===== src/rtl/cfg_lut_pkg.sv =====
package cfg_lut_pkg;
  // Number of table entries for a K-input lookup table.
  function automatic int unsigned table_size(input int unsigned k);
    return 32'd1 << k;
  endfunction

  // Frame position of the switch at (row, col), counted after the table bits.
  function automatic int unsigned switch_pos(input int unsigned row,
                                             input int unsigned col,
                                             input int unsigned cols);
    return row * cols + col;
  endfunction
endpackage


===== src/rtl/cfg_rst_sync.sv =====
module cfg_rst_sync #(
  parameter int unsigned STAGES = 2
) (
  input  logic clk,
  input  logic arst_n,
  output logic srst_n
);
  logic [STAGES-1:0] stage_q;
  logic [STAGES-1:0] stage_d;

  always_comb begin
    stage_d = {stage_q[STAGES-2:0], 1'b1};
  end

  always_ff @(posedge clk or negedge arst_n) begin
    if (!arst_n) stage_q <= '0;
    else         stage_q <= stage_d;
  end

  assign srst_n = stage_q[STAGES-1];
endmodule


===== src/rtl/cfg_shift_chain.sv =====
module cfg_shift_chain #(
  parameter int unsigned LEN = 14
) (
  input  logic           clk,
  input  logic           rst_n,
  input  logic           shift_en,
  input  logic           din,
  output logic [LEN-1:0] bits,
  output logic           dout
);
  logic [LEN-1:0] chain_q;
  logic [LEN-1:0] chain_d;

  // Index LEN-1 is the entry end, index 0 the far end.
  always_comb begin
    chain_d = chain_q;
    if (shift_en) chain_d = {din, chain_q[LEN-1:1]};
  end

  always_ff @(posedge clk or negedge rst_n) begin
    if (!rst_n) chain_q <= '0;
    else        chain_q <= chain_d;
  end

  assign bits = chain_q;
  assign dout = chain_q[0];
endmodule


===== src/rtl/lut_select.sv =====
module lut_select #(
  parameter int unsigned K = 3,
  localparam int unsigned ENTRIES = 1 << K
) (
  input  logic [ENTRIES-1:0] table_bits,
  input  logic [K-1:0]       sel,
  output logic               y
);
  always_comb begin
    y = table_bits[sel];
  end
endmodule


===== src/rtl/xbar_switch.sv =====
module xbar_switch #(
  parameter int unsigned ROWS = 2,
  parameter int unsigned COLS = 3,
  localparam int unsigned NSW = ROWS * COLS
) (
  input  logic [NSW-1:0]  sw_bits,
  input  logic [ROWS-1:0] row_in,
  input  logic [COLS-1:0] col_in,
  output logic [ROWS-1:0] row_out,
  output logic [COLS-1:0] col_out
);
  import cfg_lut_pkg::*;

  for (genvar c = 0; c < COLS; c++) begin : g_col
    logic [ROWS-1:0] hits;
    for (genvar r = 0; r < ROWS; r++) begin : g_row
      assign hits[r] = row_in[r] & sw_bits[switch_pos(r, c, COLS)];
    end
    assign col_out[c] = |hits;
  end

  for (genvar r = 0; r < ROWS; r++) begin : g_rowo
    logic [COLS-1:0] hits;
    for (genvar c = 0; c < COLS; c++) begin : g_c
      assign hits[c] = col_in[c] & sw_bits[switch_pos(r, c, COLS)];
    end
    assign row_out[r] = |hits;
  end
endmodule


===== src/rtl/cfg_lut_cell.sv =====
module cfg_lut_cell #(
  parameter int unsigned K    = 3,
  parameter int unsigned ROWS = 2,
  parameter int unsigned COLS = 3
) (
  input  logic            cfg_clk,
  input  logic            rst_n,
  input  logic            cfg_en,
  input  logic            cfg_din,
  output logic            cfg_dout,
  input  logic [K-1:0]    lut_in,
  output logic            lut_out,
  input  logic [ROWS-1:0] row_in,
  input  logic [COLS-1:0] col_in,
  output logic [ROWS-1:0] row_out,
  output logic [COLS-1:0] col_out
);
  import cfg_lut_pkg::*;

  localparam int unsigned TBITS = table_size(K);
  localparam int unsigned NSW   = ROWS * COLS;
  localparam int unsigned CLEN  = TBITS + NSW;

  logic            rst_sync_n;
  logic [CLEN-1:0] cfg_bits;

  cfg_rst_sync #(.STAGES(2)) u_rst (
    .clk    (cfg_clk),
    .arst_n (rst_n),
    .srst_n (rst_sync_n)
  );

  cfg_shift_chain #(.LEN(CLEN)) u_chain (
    .clk      (cfg_clk),
    .rst_n    (rst_sync_n),
    .shift_en (cfg_en),
    .din      (cfg_din),
    .bits     (cfg_bits),
    .dout     (cfg_dout)
  );

  lut_select #(.K(K)) u_lut (
    .table_bits (cfg_bits[TBITS-1:0]),
    .sel        (lut_in),
    .y          (lut_out)
  );

  xbar_switch #(.ROWS(ROWS), .COLS(COLS)) u_xbar (
    .sw_bits (cfg_bits[CLEN-1:TBITS]),
    .row_in  (row_in),
    .col_in  (col_in),
    .row_out (row_out),
    .col_out (col_out)
  );
endmodule


===== config.mk =====
export PLATFORM = sky130hd
export DESIGN_NAME = cfg_lut_cell
export DESIGN_NICKNAME = d
export VERILOG_FILES = /design/src/rtl/cfg_lut_pkg.sv /design/src/rtl/cfg_rst_sync.sv /design/src/rtl/cfg_shift_chain.sv /design/src/rtl/lut_select.sv /design/src/rtl/xbar_switch.sv /design/src/rtl/cfg_lut_cell.sv
export SDC_FILE = /design/constraint.sdc
export NUM_CORES = 1
export LEC_CHECK = 0
export ABC_AREA = 1
export BUFFER_PORTS_ARGS = -buffer_cell sky130_fd_sc_hd__buf_2
export CORE_MARGIN = 5
export CORE_UTILIZATION = 46
export DETAILED_ROUTE_END_ITERATION = 10
export HOLD_SLACK_MARGIN = 0.1
export PLACE_DENSITY = 0.81
export SLEW_MARGIN = 20
export SYNTH_ARGS = -nofsm -noshare
export SYNTH_HDL_FRONTEND = slang
export SYNTH_HIERARCHICAL = 1
export SYNTH_SLANG_ARGS = --single-unit

===== constraint.sdc =====
create_clock -name cfg_clk -period 1.5 [get_ports cfg_clk]
set_clock_uncertainty 0.1 [all_clocks]
set_input_delay 0.3 -clock cfg_clk [delete_from_list [all_inputs] [get_ports cfg_clk]]
set_output_delay 0.3 -clock cfg_clk [all_outputs]
set_load 0.005 [all_outputs]

# Yosys cells after proc, flatten, opt, wreduce, memory -nomap -nowiden
# Index checks and enable logic that the tools add are counted.
[word_totals]
regBits = 16
input_bits = 12
output_inout_bits = 7
[op_classes]
magnitude_cmp = 1
mux = 2
n_bitwise = 12
n_reduce_logical = 5
[ops]
columns = ["operator", "count"]
rows = [
  ["1-bit bitwise AND", 12],
  ["2-bit OR reduction", 3],
  ["3-bit OR reduction", 2],
  ["3-bit by 4-bit less-than comparator with 1-bit output, second input constant", 1],
  ["1-bit binary-select mux with 3-bit select", 1],
  ["1-bit 2-to-1 mux", 1],
]

# Depth between registers and ports, before layout
[logic_depth]
ltp_word = 2
mapped_depth = 7

# Cells and area by module
# The synthesis kept the hierarchy.
[by_module_without_submodules]
columns = ["module", "instances", "cells_per_inst", "area_each_um2", "seq_area_each_um2"]
rows = [
  ["cfg_shift_chain", 1, 60, 538.0, 350.3],
  ["lut_select", 1, 28, 110.1, 0.0],
  ["xbar_switch", 1, 17, 66.3, 0.0],
  ["cfg_rst_sync", 1, 3, 53.8, 50.0],
]

# Worst setup path after synthesis
# No wires, ideal clock.
[synth_timing]
path_type = "reg2out"
start = "register u_chain.chain_q[0] (netlist: u_chain/bits[0])"
end = "output port lut_out"
arrival_time_ps = 775
required_time_ps = 1100
path_slack_ps = 325
stages_incl_launch_ff = 8
n_path_buf = 1
path_cell_list = "dfrtp_1 > buf_4 > inv_1 > nand2_1 > nand3_1 > nand2_1 > nand2_1 > nand2_1"
[synth_between]
elab_chain_len = 2
[synth_lines]
columns = ["item", "line_no", "rtl"]
rows = [
  ["start, declared", "cfg_shift_chain.sv:11", "logic [LEN-1:0] chain_q;"],
  ["start signal, assigned", "cfg_shift_chain.sv:22", "else chain_q <= chain_d;"],
  ["1-bit binary-select mux with 3-bit select", "lut_select.sv:10", "y = table_bits[sel];"],
  ["1-bit 2-to-1 mux (not written as such)", "lut_select.sv:10", ""],
  ["end, declared", "cfg_lut_cell.sv:12", "output logic lut_out,"],
]
# Every way passes these cells. The select of a mux whose other input is x is not followed.

# Worst setup path after layout
[layout_timing]
start = "register u_chain.chain_q[7] (netlist: u_chain/bits[7])"
end = "output port lut_out"
# The elaborated chain is that of the path after synthesis.

==> results.md <==
| Metric | Reported |
|---|---|
| Result of the run | finished, violations left |
| Violations in the final reports | negative setup slack |
| Worst Setup Slack post-DPL | 209 ps |
| Slew @ Worst Pin | 585 ps |
| Critical hold path startpoint | cfg_din |
| Gate count of the mapped netlist | 108 |
| Setup crit start kind | flip-flop |
| Total power density per cell area | 1050 nW/um^2 |
| Number of global-route vias before repair | 604 |
| HP Class | in2reg |
| Synthesis-to-finish area growth | 21.0% |
| Reg-to-reg critical path startpoint | u_chain/bits[7] |
| TritonCTS sink count | 16 |
| Maximum clock path buffer count | 2 |
| Required time of the critical path | 1100 ps |
| Worst Setup End Kind | output port |
| First-pass GRT wire length | 2570 um |
| Count of input and output buffers | 18 |
| Worst path most repeated cell | nand2_1 |
| Remaining design rule violation count | 0 |
| Fraction of registers with async set or reset after synthesis | 100% |
| Top flip-flop cell by instance count after synthesis | dfrtp_1 |
| Height of the chip | 50.9 um |
| Leading post-synthesis cells by cell area | dfrtp_1, nand2_1, inv_1 |
| Die Wd | 50.9 um |
| Hold endpoint | u_chain/bits[13] |
| Peak VDD IR | 0.799 mV |
| Achievable frequency | 660 MHz |
| Number of instances resized during post-cts repair | 0 |
| Total vias in the final route | 713 |
| Pin count of the biggest net entering global routing | 16 |
| Clk root buf | clkbuf_4 |
| Clk pin slew, worst setup/hold paths | 90 ps |
| Starting density of the core | 49.8% |
| Post-synthesis sequential area ratio | 52.1% |
| Ports placed on the boundary | 19 |
| Routed len/inst | 10.8 um |
| Violation count after the first detailed-routing iteration | 15 |
| Final count of hold timing violations | 0 |
| Library cell occupying the most area in the post-synthesis netlist | dfrtp_1 |
| Slew Viols, Final | 0 |
| Insertion delay to the later sink of the worst-skew pair | 270 ps |
| RePlAce Congestion | 0.739 |
| Die footprint | 2590 um^2 |
| Cell depth of the worst flop-to-flop path | 3 |
| Num rows | 14 |
| Aggregate negative setup slack | -14.5 ps |
| Worst setup path class | reg2out |
| Drt pass-1 iters | 4 |
| Most common cell in the synthesized netlist | nand2_1 |
| Number of nets in the layout | 147 |
| Cell area after technology mapping | 768 um^2 |
| Mean instance size in the synthesized netlist | 7.11 um^2 |
| Largest driver fanout on the critical path | 2 |
| CTS tree | built |
| Cell depth of the worst min-delay path | 3 |
| Number of antenna violations at the first check in global routing | 0 |
| Arrival time at the worst endpoint | 1110 ps |
| Routed WL | 1620 um |
| Fraction of layout instances using a drive strength above 1 | 21.8% |
| Critical path's largest stage delay | 400 ps |
| Chain of cells forming the critical path | inv_1, nand2_1, nand3_1, nand2_1, nand2_1, nand2_1, buf_2 |
| Number of different library cells in the post-synthesis netlist | 8 |
| Inserted Diodes | 0 |
| Number of enable flip-flop cells after synthesis | 0 |
| Worst R2R Setup Slack | 650 ps |
| Static leakage | 0.581 nW |
| GRT Residual Overflow | 0 |
| Total half-perimeter wirelength after legalization and detailed placement | 1200 um |
| Crit-path slowest cell | dfrtp_1 |
| Total CTS buffers | 3 |
| Register bit count reported by yosys | 16 |
| Syn Nets | 120 |
| Via-to-Cell Ratio | 4.79 |
| Worst slew margin | 61.0% |
| Most instantiated cells after synthesis | nand2_1, dfrtp_1, inv_1, nand3_1 |
| Overall global routing resource usage | 12.7% |
| Setup repair after global routing missed its margin | true |
| Period utilisation layout | 101% |
| Max-cap viol count | 0 |
| R2r endpoint | u_chain/bits[6] |
| Number of setup violations in the final report | 1 |
| DRT antenna net count | 0 |
| Minimum setup slack in the final design | -14.5 ps |
| Share of the synthesized area in the top cell type | 52.1% |
| H-tree lvl count | 1 |
| Core footprint | 1540 um^2 |
| Overall power of the completed layout | 0.973 mW |
| Shortest clock period the worst path allows after layout | 1510 ps |
| Synthesis Warnings | 6 |
[per-stage QoR]
stage / hold slack (ps) / area (um^2) / utilization, % / std cells
floorplan: -95.6 / 768 / - / 108
global placement: -16.1 / 852 / 55.3 / 139
detailed placement: -14.8 / 852 / 55.3 / 139
CTS: 113 / 907 / 58.8 / 146
global route: 117 / 930 / 60.3 / 149
finish: 120 / 930 / 60.3 / 149
[where the power goes]
group | switching, mW | internal [mW] | leakage [nW]
registers | 0.0534 | 0.489 | 0.207
logic | 0.112 | 0.111 | 0.359
clock network | 0.116 | 0.0929 | 0.0138
[cell usage in the layout (no fill, tap or decap)]
cell / netlist / routed
dlygate4sd3_1: 0 / 1
buf_4: 2 / 6
dfrtp_1: 16 / 16
nand2_1: 70 / 70
inv_2: 2 / 2
buf_2: 0 / 18
inv_1: 10 / 10
conb_1: 1 / 1
clkbuf_4: 0 / 3
nand3_1: 6 / 6
[sequential cells by signal, indices dropped and copies added, names as in the netlist]
signal and cells:
u_rst/stage_q 2, u_chain/bits 14
[metal layers]
layer  share of wire (%)  routed length, um  track usage (%)
met5                   0                  0                0
met2                  51                822             19.4
met3                 5.0                 81             5.52
met1                  43                698             16.1
met4                0.80                 13             3.83
[worst max-delay path by stage]
| stage | startpoint | endpoint | slack, ps | cells past startpoint |
|---|---|---|---|---|
| 2_1_floorplan | u_chain/bits[0] | lut_out | 320 | 7 |
| 3_3_place_gp | lut_in[0] | lut_out | 250 | 8 |
| 3_5_place_dp | lut_in[0] | lut_out | 210 | 8 |
| 4_1_cts | u_chain/bits[1] | lut_out | -40 | 7 |
| 5_1_grt | u_chain/bits[6] | lut_out | -100 | 7 |
| 6_report | u_chain/bits[7] | lut_out | -10 | 7 |
[logic make-up (layout without fill, tap and decap cells)]
kind of cell	count (synthesis)	after routing	share of synthesized area (%)
simple gates	76	76	38.1
buf+inv	15	40	9.28
other cells	1	1	0.488
flops	16	16	52.1
[what timing repair did]
item	4_1_cts	5_1_grt
pin swaps	3	4
endpoints found under the hold margin	2	0
endpoints found under the setup margin	1	1
hold buffers	1	0
cloned	0	0
buffers inserted	3	3
[final cells by class]
class / instances / area (um^2)
Fill cell: 138 / 612
Sequential cell: 16 / 400
Timing Repair Buffer: 25 / 145
Multi-Input combinational cell: 77 / 297
Inverter: 12 / 45.0
Clock buffer: 3 / 22.5
Tap cell: 16 / 20.0
[critical path, delay by kind of cell (launching register included)]
family,cells,cell delay [ps]
buf+inv,2,180
simple gates,5,270
flops,1,400
Note: power is estimated with default switching activity, not from simulation.
